==> config.mk <==
export PLATFORM = sky130hd
export DESIGN_NAME = spi_irq_status
export DESIGN_NICKNAME = d
export VERILOG_FILES = /design/src/rtl/spi_irq_pkg.sv /design/src/rtl/spi_irq_enable_map.sv /design/src/rtl/spi_irq_raw_bank.sv /design/src/rtl/spi_irq_combine.sv /design/src/rtl/spi_irq_status.sv
export SDC_FILE = /design/constraint.sdc
export NUM_CORES = 1
export LEC_CHECK = 0
export BUFFER_PORTS_ARGS = -buffer_cell sky130_fd_sc_hd__buf_2
export CORE_MARGIN = 1.5
export CORE_UTILIZATION = 17
export DETAILED_ROUTE_END_ITERATION = 6
export HOLD_SLACK_MARGIN = 0.05
export MAX_ROUTING_LAYER = met4
export PLACE_DENSITY_LB_ADDON = 0.25
export REMOVE_ABC_BUFFERS = 1
export SLEW_MARGIN = 20
export SYNTH_ARGS = -nofsm -noshare
export SYNTH_HDL_FRONTEND = slang
export SYNTH_HIERARCHICAL = 1
export SYNTH_SLANG_ARGS = --single-unit
==> constraint.sdc <==
create_clock -name clk -period 2.1 [get_ports clk]
set_input_delay 0.105 -clock clk [delete_from_list [all_inputs] [get_ports clk]]
set_output_delay 0.105 -clock clk [all_outputs]
set_load 0.01 [all_outputs]
==> src/rtl/spi_irq_pkg.sv <==
package spi_irq_pkg;

    localparam int unsigned NUM_SRC = 3;

    // Status bit positions
    localparam int unsigned ST_DONE = 0;
    localparam int unsigned ST_RXRDY = 1;
    localparam int unsigned ST_OVF = 2;

    // Enable bit positions inside the control word
    localparam int unsigned EN_POS_RXRDY = 4;
    localparam int unsigned EN_POS_DONE = 5;
    localparam int unsigned EN_POS_OVF = 6;

    typedef logic [NUM_SRC-1:0] src_vec_t;

    typedef enum logic [1:0] {
        TGT_CLEAR = 2'd0,
        TGT_RAW = 2'd1,
        TGT_MASKED = 2'd2,
        TGT_NONE = 2'd3
    } wr_tgt_e;

    typedef struct packed {
        logic overflow;
        logic rx_ready;
        logic done;
    } src_bits_t;

    function automatic src_vec_t pack_src(input src_bits_t b);
        src_vec_t v;
        v[ST_DONE] = b.done;
        v[ST_RXRDY] = b.rx_ready;
        v[ST_OVF] = b.overflow;
        return v;
    endfunction

endpackage

==> src/rtl/spi_irq_enable_map.sv <==
module spi_irq_enable_map
    import spi_irq_pkg::*;
#(
    parameter int unsigned CTRL_W = 32
) (
    input  logic [CTRL_W-1:0] ctrl_word,
    output src_vec_t          enables
);
    localparam int unsigned HI_USED = EN_POS_OVF;
    localparam int unsigned LO_USED = EN_POS_RXRDY;

    src_bits_t en_s;

    always_comb begin
        en_s.done = ctrl_word[EN_POS_DONE];
        en_s.rx_ready = ctrl_word[EN_POS_RXRDY];
        en_s.overflow = ctrl_word[EN_POS_OVF];
    end

    assign enables = pack_src(en_s);

    logic unused_ctrl_bits;
    assign unused_ctrl_bits = ^{ctrl_word[CTRL_W-1:HI_USED+1], ctrl_word[LO_USED-1:0]};
endmodule

==> src/rtl/spi_irq_raw_bank.sv <==
module spi_irq_raw_bank
    import spi_irq_pkg::*;
(
    input  logic     clk,
    input  logic     rst,
    input  src_vec_t set_pulse,
    input  src_vec_t clr_req,
    output src_vec_t raw_q
);
    for (genvar i = 0; i < NUM_SRC; i++) begin : g_bit
        logic bit_q;
        always_ff @(posedge clk) begin
            if (rst) begin
                bit_q <= 1'b0;
            end else if (set_pulse[i]) begin
                bit_q <= 1'b1;
            end else if (clr_req[i]) begin
                bit_q <= 1'b0;
            end
        end
        assign raw_q[i] = bit_q;
    end
endmodule

==> src/rtl/spi_irq_combine.sv <==
module spi_irq_combine
    import spi_irq_pkg::*;
(
    input  src_vec_t raw,
    input  src_vec_t enables,
    output src_vec_t masked,
    output logic     irq_line
);
    always_comb begin
        masked = raw & enables;
        irq_line = |masked;
    end
endmodule

==> src/rtl/spi_irq_status.sv <==
module spi_irq_status
    import spi_irq_pkg::*;
#(
    parameter int unsigned CTRL_W = 32,
    parameter int unsigned DATA_W = 32
) (
    input  logic              clk,
    input  logic              rst,
    input  logic              evt_done,
    input  logic              evt_rx_ready,
    input  logic              evt_rx_overflow,
    input  logic [CTRL_W-1:0] ctrl_word,
    input  logic              wr_en,
    input  logic [1:0]        wr_sel,
    input  logic [DATA_W-1:0] wr_data,
    output logic [2:0]        raw_status,
    output logic [2:0]        masked_status,
    output logic              irq
);
    src_bits_t evt_s;
    src_vec_t  set_vec;
    src_vec_t  clr_vec;
    src_vec_t  en_vec;
    src_vec_t  raw_vec;
    src_vec_t  msk_vec;
    wr_tgt_e   tgt;

    always_comb begin
        evt_s.done = evt_done;
        evt_s.rx_ready = evt_rx_ready;
        evt_s.overflow = evt_rx_overflow;
    end

    assign set_vec = pack_src(evt_s);
    assign tgt = wr_tgt_e'(wr_sel);

    // Only the clear register acts; status registers swallow writes
    always_comb begin
        clr_vec = '0;
        if (wr_en && tgt == TGT_CLEAR) begin
            clr_vec = wr_data[NUM_SRC-1:0];
        end
    end

    logic unused_wdata_bits;
    assign unused_wdata_bits = ^wr_data[DATA_W-1:NUM_SRC];

    spi_irq_enable_map #(.CTRL_W(CTRL_W)) u_map (
        .ctrl_word(ctrl_word),
        .enables(en_vec)
    );

    spi_irq_raw_bank u_raw (
        .clk(clk),
        .rst(rst),
        .set_pulse(set_vec),
        .clr_req(clr_vec),
        .raw_q(raw_vec)
    );

    spi_irq_combine u_comb (
        .raw(raw_vec),
        .enables(en_vec),
        .masked(msk_vec),
        .irq_line(irq)
    );

    assign raw_status = raw_vec;
    assign masked_status = msk_vec;
endmodule

# ---- Word level (Yosys, flattened, before mapping)
# Index checks and enable logic that the tools add are counted.
dict set report totals {
  regBits 3
  latch_bits 0
  mem_bits_rw 0
  rom_bits 0
  inputBits 72
  wordCells 17
  n_memories 0
}
dict set report classes {
  addsub 0
  n_mul 0
  n_div 0
  n_lt_le_gt_ge 0
  n_eq_ne 0
  shifts 0
  mux 7
  n_bitwise 1
  reduce_logical 6
}
# cell count
set ops {}
lappend ops {{$mux W1} 6}
lappend ops {{$reduce_bool A2 Y1} 3}
lappend ops {{$and A3 B3 Y3} 1}
lappend ops {{$mux W3} 1}
lappend ops {{$reduce_or A3 Y1} 1}
lappend ops {{$logic_not A2 Y1} 1}
lappend ops {{$logic_and A1 B1 Y1} 1}

# ---- Logic depth before layout (Yosys ltp)
# Gate-level depths: netlist (run 1).
dict set report depth {
  word_depth 5
  depth_mapped 3
  mapped_depth_nobuf 3
}

# ---- Cells and area by module
# The synthesis (run 1) kept the hierarchy.
# module n_inst cells_per_inst area_per_inst_um2
set by_module_without_submodules {}
lappend by_module_without_submodules {spi_irq_raw_bank 1 15 127.6}
lappend by_module_without_submodules {spi_irq_status 1 3 37.5}
lappend by_module_without_submodules {spi_irq_combine 1 5 33.8}
lappend by_module_without_submodules {spi_irq_enable_map 1 3 22.5}

# ---- Worst setup path before layout (run 1)
# Ideal clock, no wire load.
dict set report synth_timing {
  kind {register to output}
  from {register u_raw.g_bit[0].bit_q}
  to {output irq}
  arrival_ns 0.847
  setup_slack_ns 1.148
  path_stages_with_launch 4
  path_buffers 1
  path_cell_list {dfxtp_1 -> buf_4 -> a222oi_1 -> inv_1}
}
dict set report synth_between {
  elab_chain_len 2
}
# element line
set synth_rtl {}
lappend synth_rtl {{start, declared} spi_irq_raw_bank.sv:11} ;# logic bit_q;
lappend synth_rtl {{start signal, assigned} spi_irq_raw_bank.sv:14} ;# bit_q <= 1'b0;
lappend synth_rtl {{start signal, assigned} spi_irq_raw_bank.sv:16} ;# bit_q <= 1'b1;
lappend synth_rtl {{start signal, assigned} spi_irq_raw_bank.sv:18} ;# bit_q <= 1'b0;
lappend synth_rtl {{$and A3 B3 Y3} spi_irq_combine.sv:10} ;# masked = raw & enables;
lappend synth_rtl {{$reduce_or A3 Y1} spi_irq_combine.sv:11} ;# irq_line = |masked;
lappend synth_rtl {{end, declared} spi_irq_status.sv:18} ;# output logic irq
# Every way passes these cells.

# ---- Worst setup path after layout (run 1)
# Same ends and word-level chain as after synthesis.

==> results.json, run 1 <==
{
  "endpoint_kind": "primary output",
  "grt_setup_unrepaired": "no",
  "antenna_found_initial": 0,
  "ys_types": 9,
  "synthesis.instances": 26,
  "diodes": 0,
  "grt_pass1_wl_um": 690,
  "hold_path.class": "input port to register",
  "drtIter0Drc": 6,
  "initial_core_util": 0.1916,
  "clock_skew_ps": 0,
  "grt_util_all_layers": 0.08151,
  "synth_top_area_frac": 0.2712,
  "whs_path_depth": 2,
  "ys_ff_latch": 3,
  "wl_per_cell_um": 8.172,
  "syn_area_per_cell_um2": 8.518,
  "fin_crit_ps": 1196,
  "cp_max_fo": 4,
  "cts_buffers": 3,
  "num_vias": 232,
  "drcViolationCount": 0,
  "cts.sinks": 3,
  "largestRegisters": "u_raw/g_bit.bit_q x3",
  "rows": 12,
  "first_pass_iters": 4,
  "layout.nets": 117,
  "yosysTopAreaCell": "dfxtp_1",
  "die_x_um": 39.10,
  "cts_post_setup_buffers_inserted": 0,
  "mostFrequentLayoutCells": "20 x buf_2, 4 x inv_1",
  "tightestPinTransition_ps": 269.7,
  "p_per_area_nw_per_um2": 640.2,
  "yosys-top-cells-area": "dfxtp_1 27%, buf_4 20%, and4bb_2 17%",
  "pre_cts_slack_ps": 1139,
  "regMostFlops": "u_raw/g_bit.bit_q",
  "port_buffers": 20,
  "drive_gt1_frac": 0.6136,
  "htreeDepth": 1,
  "hold_viol": 0,
  "arrival_ps": 1090,
  "pin_count": 79,
  "peakVddDrop_v": 0.0002839,
  "ctsResizeCount": 0,
  "crit_type": "register to primary output",
  "final_common_cell": "buf_2",
  "wl_um": 474,
  "area_growth_pct": 44.63,
  "grt_pass1_vias": 175,
  "fill_cells": 129,
  "tns_ps": 0,
  "largest_reg_flops": 3,
  "clk_latency_ps": 230,
  "p_total_uw": 205.0,
  "cap_viol_max_count": 0,
  "cts_root_buf": "clkbuf_4",
  "fmax_ghz": 0.8360,
  "crit_required_ps": 2000,
  "grt_max_degree": 5,
  "reg2reg_depth": 2,
  "slew_headroom": 0.8202,
  "setup_violations": 0,
  "leakage_nw": 0.1815,
  "worst_setup_path_start_kind": "register",
  "status": "completed",
  "path_clk_slew_ps": 40,
  "setup_slack_ps": 903.8,
  "yosys_warnings": 6,
  "fin_crit_sh": 0.5696,
  "clockBufferDepth": 2,
  "drv_slew": 0,
  "core_area_um2": 1156,
  "gp_congestion": 0.5537,
  "cts_tree": "built",
  "ys_seq_area_frac": 0.2712,
  "vias_per_cell": 4.000,
  "die-height_um": 39.10,
  "netlist_area_um2": 221.5,
  "grt_overflow": 0,
  "ant_nets": 0,
  "postCtsHoldBufs": 0,
  "dieArea_um2": 1528
}
[cell usage after synthesis]
library cell  instances
dfxtp_1               3
and2_1                2
a222oi_1              1
a21oi_1               3
nand2b_1              3
and4bb_2              3
and2_2                1
inv_1                 4
buf_4                 6
[where the power goes]
| part | total, mW | internal (mW) | switching [mW] |
|---|---|---|---|
| Combinational | 0.0396 | 0.0229 | 0.0167 |
| Clock | 0.0999 | 0.0711 | 0.0288 |
| Sequential | 0.0656 | 0.0616 | 0.00397 |
| Total | 0.205 | 0.156 | 0.0494 |
[layer usage]
metal | global-route usage | part of all wire
met5 | - | 0
met4 | 0.07759 | 0
met3 | 0.06936 | 0.14
met2 | 0.1000 | 0.45
met1 | 0.07509 | 0.42
[worst paths after layout]
path | from | endpoint | slack [ps]
setup reg to reg | u_raw/g_bit[1].bit_q | u_raw/g_bit[1].bit_q | 1450
hold / removal | rst | u_raw/g_bit[2].bit_q | 60
hold reg to reg | u_raw/g_bit[0].bit_q | u_raw/g_bit[0].bit_q | 510
setup / recovery | u_raw/g_bit[0].bit_q | irq | 900
[per-stage QoR]
stage / instance area (um2) / hold WS, ps / utilization / std cells
finish: 320.3 / 60.36 / 0.2771 / 58
global placement: 294.0 / 302.0 / 0.2543 / 54
detailed placement: 294.0 / 299.0 / 0.2543 / 54
global route: 320.3 / 53.61 / 0.2771 / 58
CTS: 320.3 / 51.33 / 0.2771 / 58
floorplan: 176.4 / 174.1 / - / 20
[final cells by class]
cell class                 count  area [um2]  area share
tap                           14       17.52     0.05469
multi-input combinational     13       101.3      0.3164
timing repair buffer          20       100.1      0.3125
inverter                       4       15.01     0.04688
sequential                     3       60.06      0.1875
clock buffer                   4       26.28     0.08203
[kinds of logic (layout without fill, tap and decap cells)]
group                  count (synthesis)  count (layout)  share of synthesized area
and+or+nand+nor                        9               9                     0.3447
AOI/OAI and AO/OA                      4               4                     0.1130
buffers and inverters                 10              28                     0.2712
DFF                                    3               3                     0.2712
[worst max-delay path, stage by stage, from the launching register on]
cell	delay, ps
dfxtp_1	320
a222oi_1	340
inv_1	70
buf_2	140
Note: power is estimated with default switching activity, not from simulation.
==> inputs of run 2 (changes only) <==
--- a/config.mk
+++ b/config.mk
@@ -7,7 +7,7 @@
 export LEC_CHECK = 0
 export BUFFER_PORTS_ARGS = -buffer_cell sky130_fd_sc_hd__buf_2
 export CORE_MARGIN = 1.5
-export CORE_UTILIZATION = 17
+export CORE_UTILIZATION = 14
 export DETAILED_ROUTE_END_ITERATION = 6
 export HOLD_SLACK_MARGIN = 0.05
 export MAX_ROUTING_LAYER = met4
==> constraint.sdc (replaced) <==
create_clock -name clk -period 1.1 [get_ports clk]
set_input_delay 0.055 -clock clk [delete_from_list [all_inputs] [get_ports clk]]
set_output_delay 0.055 -clock clk [all_outputs]
set_load 0.01 [all_outputs]
==> run 2 against run 1 <==
The run now ends with negative setup slack left. Clock power up 94%. Largest power group unchanged. Cell count up 12%. Worst hold slack worse by 4.2 ps. Non-clock buffer count up 5. Sequential share of layout area down 2.1 points. Register-to-register slack worse by 1000 ps. Clock skew unchanged. Count of clock-buffer cells in the layout unchanged. Sequential power up 88%. Combinational power up 140%. First-iteration DRC count down 67%. Critical path depth unchanged.
==> results.json, run 2 (synthesis results as in run 1) <==
{
  "cp_max_fo": 2,
  "die_x_um": 42.77,
  "drv_slew": 0,
  "fill_cells": 164,
  "peakVddDrop_v": 0.0007141,
  "holdWs_ps": 56.15,
  "clock_skew_ps": 0,
  "leakage_nw": 0.2044,
  "cap_viol_max_count": 0,
  "hold_viol": 0,
  "grt_pass1_vias": 256,
  "worst_setup_path_start_kind": "register",
  "setup_slack_ps": -1.933,
  "drcViolationCount": 0,
  "grt_util_all_layers": 0.08333,
  "wl_per_cell_um": 9.631,
  "mostFrequentLayoutCells": "20 x buf_2, 4 x inv_1",
  "grt_busiest_layer": "met1",
  "p_per_area_nw_per_um2": 1120,
  "area_growth_pct": 66.67,
  "endpoint_kind": "primary output",
  "cts_root_buf": "clkbuf_4",
  "htreeDepth": 1,
  "cts_buffers": 3,
  "grt_overflow": 0,
  "clk_latency_ps": 230,
  "cts.sinks": 3,
  "vias_per_cell": 4.077,
  "grt_pass1_wl_um": 1048,
  "grt_setup_unrepaired": "yes",
  "path_clk_slew_ps": 40,
  "fin_crit_ps": 1102,
  "setup_violations": 1,
  "use_met3": 0.04255,
  "grt_max_degree": 5,
  "regMostFlops": "u_raw/g_bit.bit_q",
  "wl_um": 626,
  "tightestPinTransition_ps": 273.1,
  "diodes": 0,
  "arrival_ps": 1050,
  "rows": 14,
  "multiInputGateArea_um2": 101.3,
  "layout.nets": 122,
  "first_pass_iters": 4,
  "slew_headroom": 0.8179,
  "fmax_ghz": 0.9075,
  "cts_tree": "built",
  "largest_reg_flops": 3,
  "crit_required_ps": 1040,
  "gp_congestion": 0.6276,
  "antenna_found_initial": 0,
  "finalNonFillerCells": 65,
  "largestRegisters": "u_raw/g_bit.bit_q x3",
  "hold_path.class": "input port to register",
  "violations": "negative setup slack",
  "status": "finished with violations",
  "num_vias": 265,
  "grt_use_met1": 0.1049,
  "final_common_cell": "buf_2",
  "pin_count": 79,
  "die-height_um": 42.77,
  "drive_gt1_frac": 0.6122,
  "crit_type": "register to primary output",
  "fin_crit_sh": 1.002,
  "ant_nets": 0,
  "met2_usage": 0.1000,
  "clockBufferDepth": 2,
  "dp_hpwl_um": 492.7,
  "dp_cells": 57,
  "port_buffers": 20,
  "final-seq-area_um2": 61.31,
  "core_area_um2": 1489,
  "drtIter0Drc": 2,
  "dieArea_um2": 1829,
  "initial_core_util": 0.1487,
  "pre_cts_slack_ps": 195.8
}
## run 2: final timing paths
path | start | to | slack [ps] | depth (start not counted)
min | evt_rx_overflow | u_raw/g_bit[2].bit_q | 60 | 3
min reg2reg | u_raw/g_bit[1].bit_q | u_raw/g_bit[1].bit_q | 510 | 2
max reg2reg | u_raw/g_bit[2].bit_q | u_raw/g_bit[2].bit_q | 400 | 3
max | u_raw/g_bit[0].bit_q | irq | -2 | 3
## run 2: metrics by stage
stage	power, mW	utilization	setup TNS (ps)	instance area [um2]
2_1_floorplan	0.1581	-	0	176.4
3_3_place_gp	0.2087	0.2042	0	304.0
3_5_place_dp	0.2094	0.2042	0	304.0
4_1_cts	0.4242	0.2479	-5.285	369.1
5_1_grt	0.4495	0.2479	-91.22	369.1
6_report	0.4133	0.2479	-1.933	369.1
## run 2: power breakdown
group	switching, mW	internal [mW]	leakage (nW)	total, mW
logic	0.0392	0.0568	0.164	0.0961
registers	0.00531	0.118	0.0253	0.123
clock network	0.0580	0.136	0.0150	0.194
## run 2: what timing repair did
action | CTS | global route
hold buffers | 3 | 0
gates resized for setup | 1 | 0
pin swaps | 1 | 1
hold endpoints to repair | 3 | 0
buffers inserted | 1 | 0
endpoints found under the setup margin | 1 | 1
## run 2: critical path, cell delays in order, from the launching register on
cell	delay [ps]
dfxtp_2	310
a222oi_1	300
inv_1	60
buf_2	140
## run 2: per-layer routing
metal,vias up,part of all wire
met1,116,0.51
met4,0,0
met2,22,0.35
met3,0,0.13
li1,127,-
met5,-,0
## run 2: final cells by class
class	instances	area share
Timing Repair Buffer	25	0.3932
Multi-Input combinational cell	13	0.2746
Sequential cell	3	0.1661
Clock buffer	4	0.07119
Tap cell	16	0.05424
Inverter	4	0.04068
==> inputs of run 3 (changes only) <==
--- a/config.mk
+++ b/config.mk
@@ -7,14 +7,13 @@
 export LEC_CHECK = 0
 export BUFFER_PORTS_ARGS = -buffer_cell sky130_fd_sc_hd__buf_2
 export CORE_MARGIN = 1.5
-export CORE_UTILIZATION = 14
+export CORE_UTILIZATION = 11
 export DETAILED_ROUTE_END_ITERATION = 6
-export HOLD_SLACK_MARGIN = 0.05
 export MAX_ROUTING_LAYER = met4
 export PLACE_DENSITY_LB_ADDON = 0.25
+export RECOVER_POWER = 25
 export REMOVE_ABC_BUFFERS = 1
 export SLEW_MARGIN = 20
 export SYNTH_ARGS = -nofsm -noshare
 export SYNTH_HDL_FRONTEND = slang
-export SYNTH_HIERARCHICAL = 1
 export SYNTH_SLANG_ARGS = --single-unit
==> run 3 against run 2 <==
The flow still finishes with violations (negative setup slack). Worst hold slack got worse by 41 ps. Sequential cell count did not move. Setup slack barely moved. Critical path type unchanged. Highest routed layer unchanged.
==> results.json, run 3 <==
{
  "status": "finished with violations",
  "violations": "negative setup slack",
  "tightestPinTransition_ps": 385.1,
  "die-height_um": 42.48,
  "dieArea_um2": 1804,
  "rows": 14,
  "stdcell_area_um2": 304.0,
  "p_per_area_nw_per_um2": 1314,
  "crit_required_ps": 1040,
  "setup_violations": 1,
  "crit_type": "register to primary output",
  "area_growth_pct": 77.37,
  "grt_setup_unrepaired": "yes",
  "yosysTopAreaCell": "dfxtp_1",
  "yosys_warnings": 0,
  "first_pass_iters": 4,
  "gp_congestion": 0.6159,
  "initial_core_util": 0.1151,
  "slew_headroom": 0.7427,
  "final_common_cell": "buf_2",
  "final-seq-area_um2": 61.31,
  "clock_skew_ps": 0,
  "ys_seq_area_frac": 0.3504,
  "whs_path_depth": 2,
  "cts_buffers": 3,
  "regMostFlops": "u_raw.g_bit.bit_q",
  "worst_setup_path_start_kind": "register",
  "cts_root_buf": "clkbuf_4",
  "yosys-top-cells-area": "dfxtp_1 35%, a311oi_1 15%, buf_4 13%",
  "fill_cells": 169,
  "vias_per_cell": 3.932,
  "grt_pass1_wl_um": 834,
  "largest_reg_flops": 3,
  "pre_cts_slack_ps": 225.9,
  "power_switching_share": 0.2535,
  "fin_crit_sh": 1.002,
  "p_comb_frac": 0.198,
  "reg2reg_depth": 3,
  "wl_per_cell_um": 8.322,
  "setup_slack_ps": -1.752,
  "layout.nets": 116,
  "synth_edf_count": 0,
  "grt_util_all_layers": 0.06884,
  "cp_max_fo": 2,
  "grt_pass1_vias": 199,
  "ant_nets": 0,
  "grt_overflow": 0,
  "p_seq_frac": 0.313,
  "intPower_uw": 298.3,
  "clk_latency_ps": 230,
  "multiInputGateArea_um2": 73.82,
  "htreeDepth": 1,
  "die_x_um": 42.48,
  "ys_ff_latch": 3,
  "synth_top_area_frac": 0.3504,
  "place_area_um2": 269.0,
  "synthesis.instances": 21,
  "cap_viol_max_count": 0,
  "core_area_um2": 1489,
  "cts_tree": "built",
  "cts.sinks": 3,
  "yosysMostFrequentCell": "inv_1",
  "drcViolationCount": 0,
  "antenna_found_initial": 0,
  "p_clk_frac": 0.489,
  "drtIter0Drc": 11,
  "grt_max_degree": 5,
  "leakage_nw": 0.1737,
  "switchingPower_uw": 101.3,
  "hold_path.class": "input port to register",
  "peakVddDrop_v": 0.0003340,
  "hold_viol": 0,
  "r2r-start": "u_raw.g_bit[2].bit_q",
  "endpoint_kind": "primary output",
  "drive_gt1_frac": 0.5814,
  "min_from": "wr_data[1]",
  "path_clk_slew_ps": 40,
  "worst-r2r-setup-slack_ps": 330,
  "pin_count": 79,
  "arrival_ps": 1050,
  "diodes": 0,
  "mostFrequentLayoutCells": "20 x buf_2, 4 x inv_1",
  "async_flop_share": 0,
  "ys_types": 8,
  "fmax_ghz": 0.9076,
  "largestRegisters": "u_raw.g_bit.bit_q x3",
  "reg2reg_to": "u_raw.g_bit[2].bit_q",
  "fin_crit_ps": 1102,
  "drv_slew": 0,
  "wl_um": 491,
  "netlist_area_um2": 171.4,
  "whs_endpoint": "u_raw.g_bit[1].bit_q",
  "syn_area_per_cell_um2": 8.163,
  "port_buffers": 20,
  "num_vias": 232,
  "clockBufferDepth": 2,
  "ys.flop_type": "dfxtp_1",
  "postCtsHoldBufs": 0
}
run 3: changes by cell type in the layout (fill, tap and decap cells not counted), sizes merged:
cell and delta:
a21oi -3, a311oi +3, and4bb -3, buf -1
dlygate4sd3 -3, nand2b -3, nor2 +3, nor3b +1
run 3: cells by family after synthesis:
kind of cell | after synthesis | share of synthesized area
compound gates | 4 | 0.2117
buf+inv | 7 | 0.2189
flops | 3 | 0.3504
simple gates | 7 | 0.2190
run 3: layer usage:
| metal | track usage | vias up | share of wire | wire [um] |
|---|---|---|---|---|
| met4 | 0.05625 | 0 | 0 | 0 |
| met1 | 0.08010 | 96 | 0.46 | 227 |
| li1 | - | 114 | - | - |
| met5 | - | - | 0 | 0 |
| met3 | 0.03879 | 0 | 0.15 | 74 |
| met2 | 0.08308 | 22 | 0.39 | 190 |
run 3: worst max-delay path, cell delays in order (launching register included):
cell and delay [ps]:
dfxtp_2 310, a222oi_1 310, inv_1 60, buf_2 140
run 3: through the flow:
step	TNS, ps	power (mW)	hold slack, ps	cells	util
final	-1.752	0.3996	15.09	59	0.2042
after global routing	-72.13	0.4245	26.29	59	0.2042
after CTS	-17.93	0.4081	7.446	59	0.2050
after detailed placement	0	0.2025	257.9	54	0.1807
after global placement	0	0.2021	258.4	54	0.1807
after floorplan	0	0.1559	127.1	18	-
run 3: cell type report:
class | instances | share of cell area
clock buffer | 4 | 0.08642
timing repair buffer | 21 | 0.3539
sequential | 3 | 0.2016
multi-input combinational | 11 | 0.2428
tap | 16 | 0.06584
inverter | 4 | 0.04938
run 3: worst max-delay path by stage:
stage,startpoint,cells past startpoint,slack [ps],end
final,u_raw.g_bit[2].bit_q,3,-2,irq
after global routing,u_raw.g_bit[2].bit_q,3,-70,irq
after CTS,u_raw.g_bit[2].bit_q,3,-20,irq
after detailed placement,u_raw.g_bit[2].bit_q,3,230,irq
after global placement,u_raw.g_bit[2].bit_q,3,220,irq
after floorplan,u_raw.g_bit[2].bit_q,2,300,irq
run 3: power by group through the flow:
| stage | clock network (mW) | logic (mW) | registers, mW |
|---|---|---|---|
| global placement | 0 | 0.0748 | 0.127 |
| global route | 0.209 | 0.0883 | 0.128 |
| detailed placement | 0 | 0.0747 | 0.128 |
| finish | 0.195 | 0.0791 | 0.125 |
| CTS | 0.202 | 0.0803 | 0.126 |
| floorplan | 0 | 0.0261 | 0.130 |
run 3: what timing repair did:
action                     4_1_cts  5_1_grt
pin swaps                        1        1
buffers inserted                 1        0
gates resized for setup          2        0
setup endpoints to repair        1        1
